File: src/rtl/sem_pkg.sv
package sem_pkg;
  localparam int SEM_FLAGS = 8;
  localparam int SEM_SEL_W = $clog2(SEM_FLAGS);

  // per-token strobes from control to datapath
  typedef struct packed {
    logic [SEM_FLAGS-1:0] claimLeft;
    logic [SEM_FLAGS-1:0] dropLeft;
    logic [SEM_FLAGS-1:0] claimRight;
    logic [SEM_FLAGS-1:0] dropRight;
  } semStrobe_t;
endpackage

File: src/rtl/sem_token_ctrl.sv
module sem_token_ctrl
  import sem_pkg::*;
(
  input  logic                 leftSemEn,
  input  logic [SEM_SEL_W-1:0] leftSel,
  input  logic                 leftWrEn,
  input  logic                 leftWrData,
  input  logic                 rightSemEn,
  input  logic [SEM_SEL_W-1:0] rightSel,
  input  logic                 rightWrEn,
  input  logic                 rightWrData,
  input  logic [SEM_FLAGS-1:0] ownLeft,
  input  logic [SEM_FLAGS-1:0] ownRight,
  output semStrobe_t           strb,
  output logic                 leftFlag,
  output logic                 rightFlag
);
  logic leftWrite, rightWrite;

  assign leftWrite  = leftSemEn && leftWrEn;
  assign rightWrite = rightSemEn && rightWrEn;

  // decode each port's write into one strobe per token
  always_comb begin
    strb = '0;
    for (int i = 0; i < SEM_FLAGS; i++) begin
      if (leftWrite && leftSel == SEM_SEL_W'(i)) begin
        strb.claimLeft[i] = !leftWrData;
        strb.dropLeft[i]  = leftWrData;
      end
      if (rightWrite && rightSel == SEM_SEL_W'(i)) begin
        strb.claimRight[i] = !rightWrData;
        strb.dropRight[i]  = rightWrData;
      end
    end
  end

  // status readback: 0 only to the holder; idle ports read 1
  assign leftFlag  = leftSemEn  ? !ownLeft[leftSel]   : 1'b1;
  assign rightFlag = rightSemEn ? !ownRight[rightSel] : 1'b1;

  // both ports never see the same token as held
  always_comb begin
    if (leftSemEn && rightSemEn && leftSel == rightSel)
      a_no_double_read_r4: assert (leftFlag || rightFlag);
  end
endmodule

File: src/rtl/sem_token_dp.sv
module sem_token_dp
  import sem_pkg::*;
(
  input  logic                 clk,
  input  logic                 rstN,
  input  semStrobe_t           strb,
  output logic [SEM_FLAGS-1:0] ownLeft,
  output logic [SEM_FLAGS-1:0] ownRight
);
  logic [SEM_FLAGS-1:0] reqLeft, reqRight;

  for (genvar gi = 0; gi < SEM_FLAGS; gi++) begin : g_token
    logic reqLeftNext, reqRightNext;
    logic keepLeft, keepRight;
    logic ownLeftNext, ownRightNext;

    always_comb begin
      reqLeftNext  = strb.claimLeft[gi]  || (reqLeft[gi]  && !strb.dropLeft[gi]);
      reqRightNext = strb.claimRight[gi] || (reqRight[gi] && !strb.dropRight[gi]);
      keepLeft     = ownLeft[gi]  && reqLeftNext;
      keepRight    = ownRight[gi] && reqRightNext;
      // free token: left claim first, then right
      ownLeftNext  = keepLeft  || (!keepRight && reqLeftNext);
      ownRightNext = keepRight || (!keepLeft && !reqLeftNext && reqRightNext);
    end

    always_ff @(posedge clk or negedge rstN) begin
      if (!rstN) begin
        reqLeft[gi]  <= 1'b0;
        reqRight[gi] <= 1'b0;
        ownLeft[gi]  <= 1'b0;
        ownRight[gi] <= 1'b0;
      end else begin
        reqLeft[gi]  <= reqLeftNext;
        reqRight[gi] <= reqRightNext;
        ownLeft[gi]  <= ownLeftNext;
        ownRight[gi] <= ownRightNext;
      end
    end

    p_single_owner_r4: assert property (@(posedge clk) disable iff (!rstN)
      !(ownLeft[gi] && ownRight[gi]));

    p_reset_free_r8: assert property (@(posedge clk) disable iff (!rstN)
      $rose(rstN) |-> (!ownLeft[gi] && !ownRight[gi] && !reqLeft[gi] && !reqRight[gi]));

    p_left_wins_r7: assert property (@(posedge clk) disable iff (!rstN)
      (!ownLeft[gi] && !ownRight[gi] && strb.claimLeft[gi] && strb.claimRight[gi])
        |=> (ownLeft[gi] && reqRight[gi]));

    p_handoff_r6: assert property (@(posedge clk) disable iff (!rstN)
      (ownLeft[gi] && strb.dropLeft[gi] && reqRight[gi] && !strb.dropRight[gi])
        |=> ownRight[gi]);

    p_quiet_stable_r5: assert property (@(posedge clk) disable iff (!rstN)
      (!strb.claimLeft[gi] && !strb.dropLeft[gi] && !strb.claimRight[gi] && !strb.dropRight[gi])
        |=> ($stable(ownLeft[gi]) && $stable(ownRight[gi])));

    p_holder_kept_r9: assert property (@(posedge clk) disable iff (!rstN)
      (ownLeft[gi] && !strb.dropLeft[gi]) |=> ownLeft[gi]);
  end
endmodule

File: src/rtl/sem_token_bank.sv
module sem_token_bank
  import sem_pkg::*;
(
  input  logic                 clk,
  input  logic                 rstN,
  input  logic                 leftSemEn,
  input  logic [SEM_SEL_W-1:0] leftSel,
  input  logic                 leftWrEn,
  input  logic                 leftWrData,
  output logic                 leftFlag,
  input  logic                 rightSemEn,
  input  logic [SEM_SEL_W-1:0] rightSel,
  input  logic                 rightWrEn,
  input  logic                 rightWrData,
  output logic                 rightFlag
);
  semStrobe_t           strb;
  logic [SEM_FLAGS-1:0] ownLeft, ownRight;

  sem_token_ctrl u_ctrl (
    .leftSemEn  (leftSemEn),
    .leftSel    (leftSel),
    .leftWrEn   (leftWrEn),
    .leftWrData (leftWrData),
    .rightSemEn (rightSemEn),
    .rightSel   (rightSel),
    .rightWrEn  (rightWrEn),
    .rightWrData(rightWrData),
    .ownLeft    (ownLeft),
    .ownRight   (ownRight),
    .strb       (strb),
    .leftFlag   (leftFlag),
    .rightFlag  (rightFlag)
  );

  sem_token_dp u_dp (
    .clk     (clk),
    .rstN    (rstN),
    .strb    (strb),
    .ownLeft (ownLeft),
    .ownRight(ownRight)
  );
endmodule

File: config.mk
export PLATFORM = sky130hd
export DESIGN_NAME = sem_token_bank
export DESIGN_NICKNAME = d
export VERILOG_FILES = /design/src/rtl/sem_pkg.sv /design/src/rtl/sem_token_ctrl.sv /design/src/rtl/sem_token_dp.sv /design/src/rtl/sem_token_bank.sv
export SDC_FILE = /design/constraint.sdc
export NUM_CORES = 1
export LEC_CHECK = 0
export BUFFER_PORTS_ARGS = -buffer_cell sky130_fd_sc_hd__buf_2
export CAP_MARGIN = 20
export CORE_MARGIN = 3
export CORE_UTILIZATION = 53
export DETAILED_ROUTE_END_ITERATION = 16
export GPL_TIMING_DRIVEN = 0
export PLACE_DENSITY = 0.75
export SYNTH_ARGS = -nofsm -noshare
export SYNTH_HDL_FRONTEND = slang
export SYNTH_SLANG_ARGS = --single-unit
File: constraint.sdc
create_clock -name clk -period 1.21 [get_ports clk]
set_input_delay 0.121 -clock clk [delete_from_list [all_inputs] [get_ports clk]]
set_output_delay 0.121 -clock clk [all_outputs]
set_load 0.05 [all_outputs]
==> results.toml <==
[status]
outcome = "finished with violations"
violations = "setup timing"

[timing]
setup_viol = 3
worst_pin_slew_ns = 0.733
slew_headroom_pct = 51.2
skew_ns = 0.000890
hold_viol_final = 0
rsz0062_at_grt = "true"
fin_crit_sh_pct = 152
period_needed_ns = 1.84
fmax_mhz = 543
maxSlewViolCount = 0
fin_ws_ns = -0.632

[worst_setup_path]
crit_fanout = 2
cpPeakStageDelay_ns = 0.46
path_delay_family = "multiplexers"
critPathRequiredTime_ns = 1.09
crit_type = "register to output pin"
startpoint = "u_dp.ownLeft[6]"
r2r-start = "u_dp.ownRight[6]"
slowest_stage = "mux4_2"
start_kind = "register"
arrival_ns = 1.72
cp_num_buf_inv = 1
critPathCaptureType = "output pin"
crit_chain = "mux4_2 > a2bb2oi_1 > o211ai_1 > buf_4"

[drt]
vias = 1719
drc_errors = 0
wl_per_cell_um = 18.5
drtAntennaViolNets = 0
vias_per_cell = 6.59
drt-total-wl_um = 4820
drt_iter0_markers = 148
dr.pass1.iters = 5

[clock_tree]
tritoncts = "done"
htreeDepth = 2
cts_buffer_depth = 2
cts_sinks = 32
cts_made_buffers = 5
cts.clk_slew.worst_paths_ns = 0.09
clock_latency_ns = 0.32
ctsRootBufferMaster = "clkbuf_4"

[synthesis]
syn_inst = 191
yosys.area_share.simple_pct = 30.3
async_flop_share_pct = 100
yosys.cell_types.count = 36
yosysMostFrequentCell = "dfrtp_1"
synth_compound_area_share_pct = 18.4
synth_edf_count = 0
syn_area_mm2 = 0.00183
synth_mux_area_share_pct = 3.62
synth_top_family_by_area = "simple AND/OR/NAND/NOR gates"
ys_ff_latch = 32
synth_area_leader_cell = "dfrtp_1"
synthesis.nets = 205
syn_avg_cell_area_um2 = 9.59
synth_xor_xnor_area_share_pct = 0
yosysWarnings = 0
synth_flop_cell = "dfrtp_1"
yosys-top-cells-area = "dfrtp_1 (44%), or3_1 (5.8%), o21ai_0 (4.9%), nand3b_1 (4.5%), nand2_1 (4.1%)"
ys_seq_area_share_pct = 43.7
synth.top_cells.by_count = "dfrtp_1 (32), nand2_1 (20), o21ai_0 (18)"
yosys.area_share.adder_pct = 0
yosysTopAreaCellShare_pct = 43.7

[die]
die_area_mm2 = 0.00420
start_util_pct = 57.6
die_h_um = 64.8
rows = 20
core_area_mm2 = 0.00318
ios = 16
fp.dieW_um = 64.8

[grt]
antenna_found_initial = 0
grt_pass1_vias = 1711
track_usage_pct = 25.0
grt_overflow = 0
grt_pass1_wl_um = 8090
grt_max_degree = 33

[power_and_ir_drop]
vdd_drop_max_mv = 0.748
powerDensity_mw_per_mm2 = 1350
p_leak_uw = 0.000930

[min_path]
min_path_type = "input pin to register"
worstHoldStart = "rightSel[0]"

[cells_and_area]
diodes = 0
fin_util_pct = 66.0
drive_above_1_share_pct = 18.9
instances_no_fill = 261
final_nets = 233
syn2layout_area_growth_pct = 14.5

[run]
max_cap_viol_count = 0

[place]
port_buffers = 12
dp.cells = 247
place.gp.congestion = 1.00
place_hpwl_um = 3270
cell usage in the layout (no fill, tap or decap), types with 2 or more instances in the layout:
cell type  instances
a211oi_1           5
a21oi_1            5
a221oi_1           6
a22oi_1            3
and3_1             2
buf_2             12
buf_4              9
buf_6              5
clkbuf_1           4
clkbuf_4           5
dfrtp_1           32
inv_1              4
mux4_2             2
nand2_1           20
nand2b_1           6
nand2b_4           2
nand3_1            3
nand3b_1          11
nor2_1             3
nor2b_1            5
nor3_1             6
nor3b_1            3
nor4_1             8
o211a_1            4
o211ai_1           3
o21ai_0           18
o31ai_1            2
or3_1             17
final timing paths:
| check | end | slack [ns] | depth (start not counted) |
|---|---|---|---|
| hold reg to reg | u_dp.reqRight[0] | 0.54 | 2 |
| max in group asynchronous | u_dp.ownRight[2] | 0.36 | 2 |
| setup / recovery | leftFlag | -0.63 | 4 |
| min in group asynchronous | u_dp.ownRight[0] | 0.38 | 2 |
| hold / removal | u_dp.reqRight[0] | 0.14 | 3 |
| setup reg to reg | u_dp.ownLeft[6] | -0.08 | 4 |
final cells by class:
class	instances	area, um2
clock buffer	5	37.5
timing repair buffer	21	150
multi-input combinational	145	981
inverter	4	15.0
sequential	32	801
fill	278	1080
buffer	10	58.8
tap	44	55.1
where the power goes:
part	internal (uW)	switching (uW)	total, uW	leakage [uW]
registers	1300	166	1460	0.000410
logic	419	427	846	0.000497
clock network	194	328	521	0.0000230
total	1910	921	2830	0.000930
stage by stage:
stage / area, um2 / TNS (ns) / worst slack, ns / hold slack (ns) / power (uW)
after global routing: 2100 / -1.49 / -0.703 / 0.113 / 3000
final: 2100 / -1.24 / -0.632 / 0.137 / 2830
after global placement: 1950 / -1.94 / -0.314 / 0.189 / 2110
after detailed placement: 1950 / -2.47 / -0.317 / 0.210 / 2150
after CTS: 2050 / -1.21 / -0.607 / 0.125 / 2730
after floorplan: 1830 / -0.578 / -0.315 / -0.175 / 1930
state kept, by name, indices dropped and copies added (netlist names):
name and cells:
u_dp.ownLeft 8, u_dp.ownRight 8, u_dp.reqLeft 8, u_dp.reqRight 8
worst reg2reg max path, delay by kind of cell (launching register included):
family,cells,cell delay (ns)
and+or+nand+nor,2,0.49
DFF,1,0.41
AOI/OAI and AO/OA,1,0.17
buffers and inverters,1,0.13
kinds of logic (layout without fill, tap and decap cells):
family                 after synthesis  count (layout)
AND/OR/NAND/NOR                     92              92
flip-flops                          32              32
AO/OA/AOI/OAI                       49              49
buffers and inverters               14              40
multiplexers                         4               4
metal layers:
layer | GRT usage [%] | wire (um) | vias up
met4 | 9.23 | 80 | 0
met2 | 40.4 | 2370 | 86
met5 | 0 | 0 | -
met3 | 5.72 | 336 | 11
li1 | - | - | 775
met1 | 32.6 | 2030 | 847
what timing repair did:
action	CTS	global route
pin swaps	3	2
hold buffers	1	0
buffers inserted	5	3
hold endpoints to repair	32	0
resized for setup	4	6
endpoints found under the setup margin	2	5
Note: power is estimated with default switching activity, not from simulation.
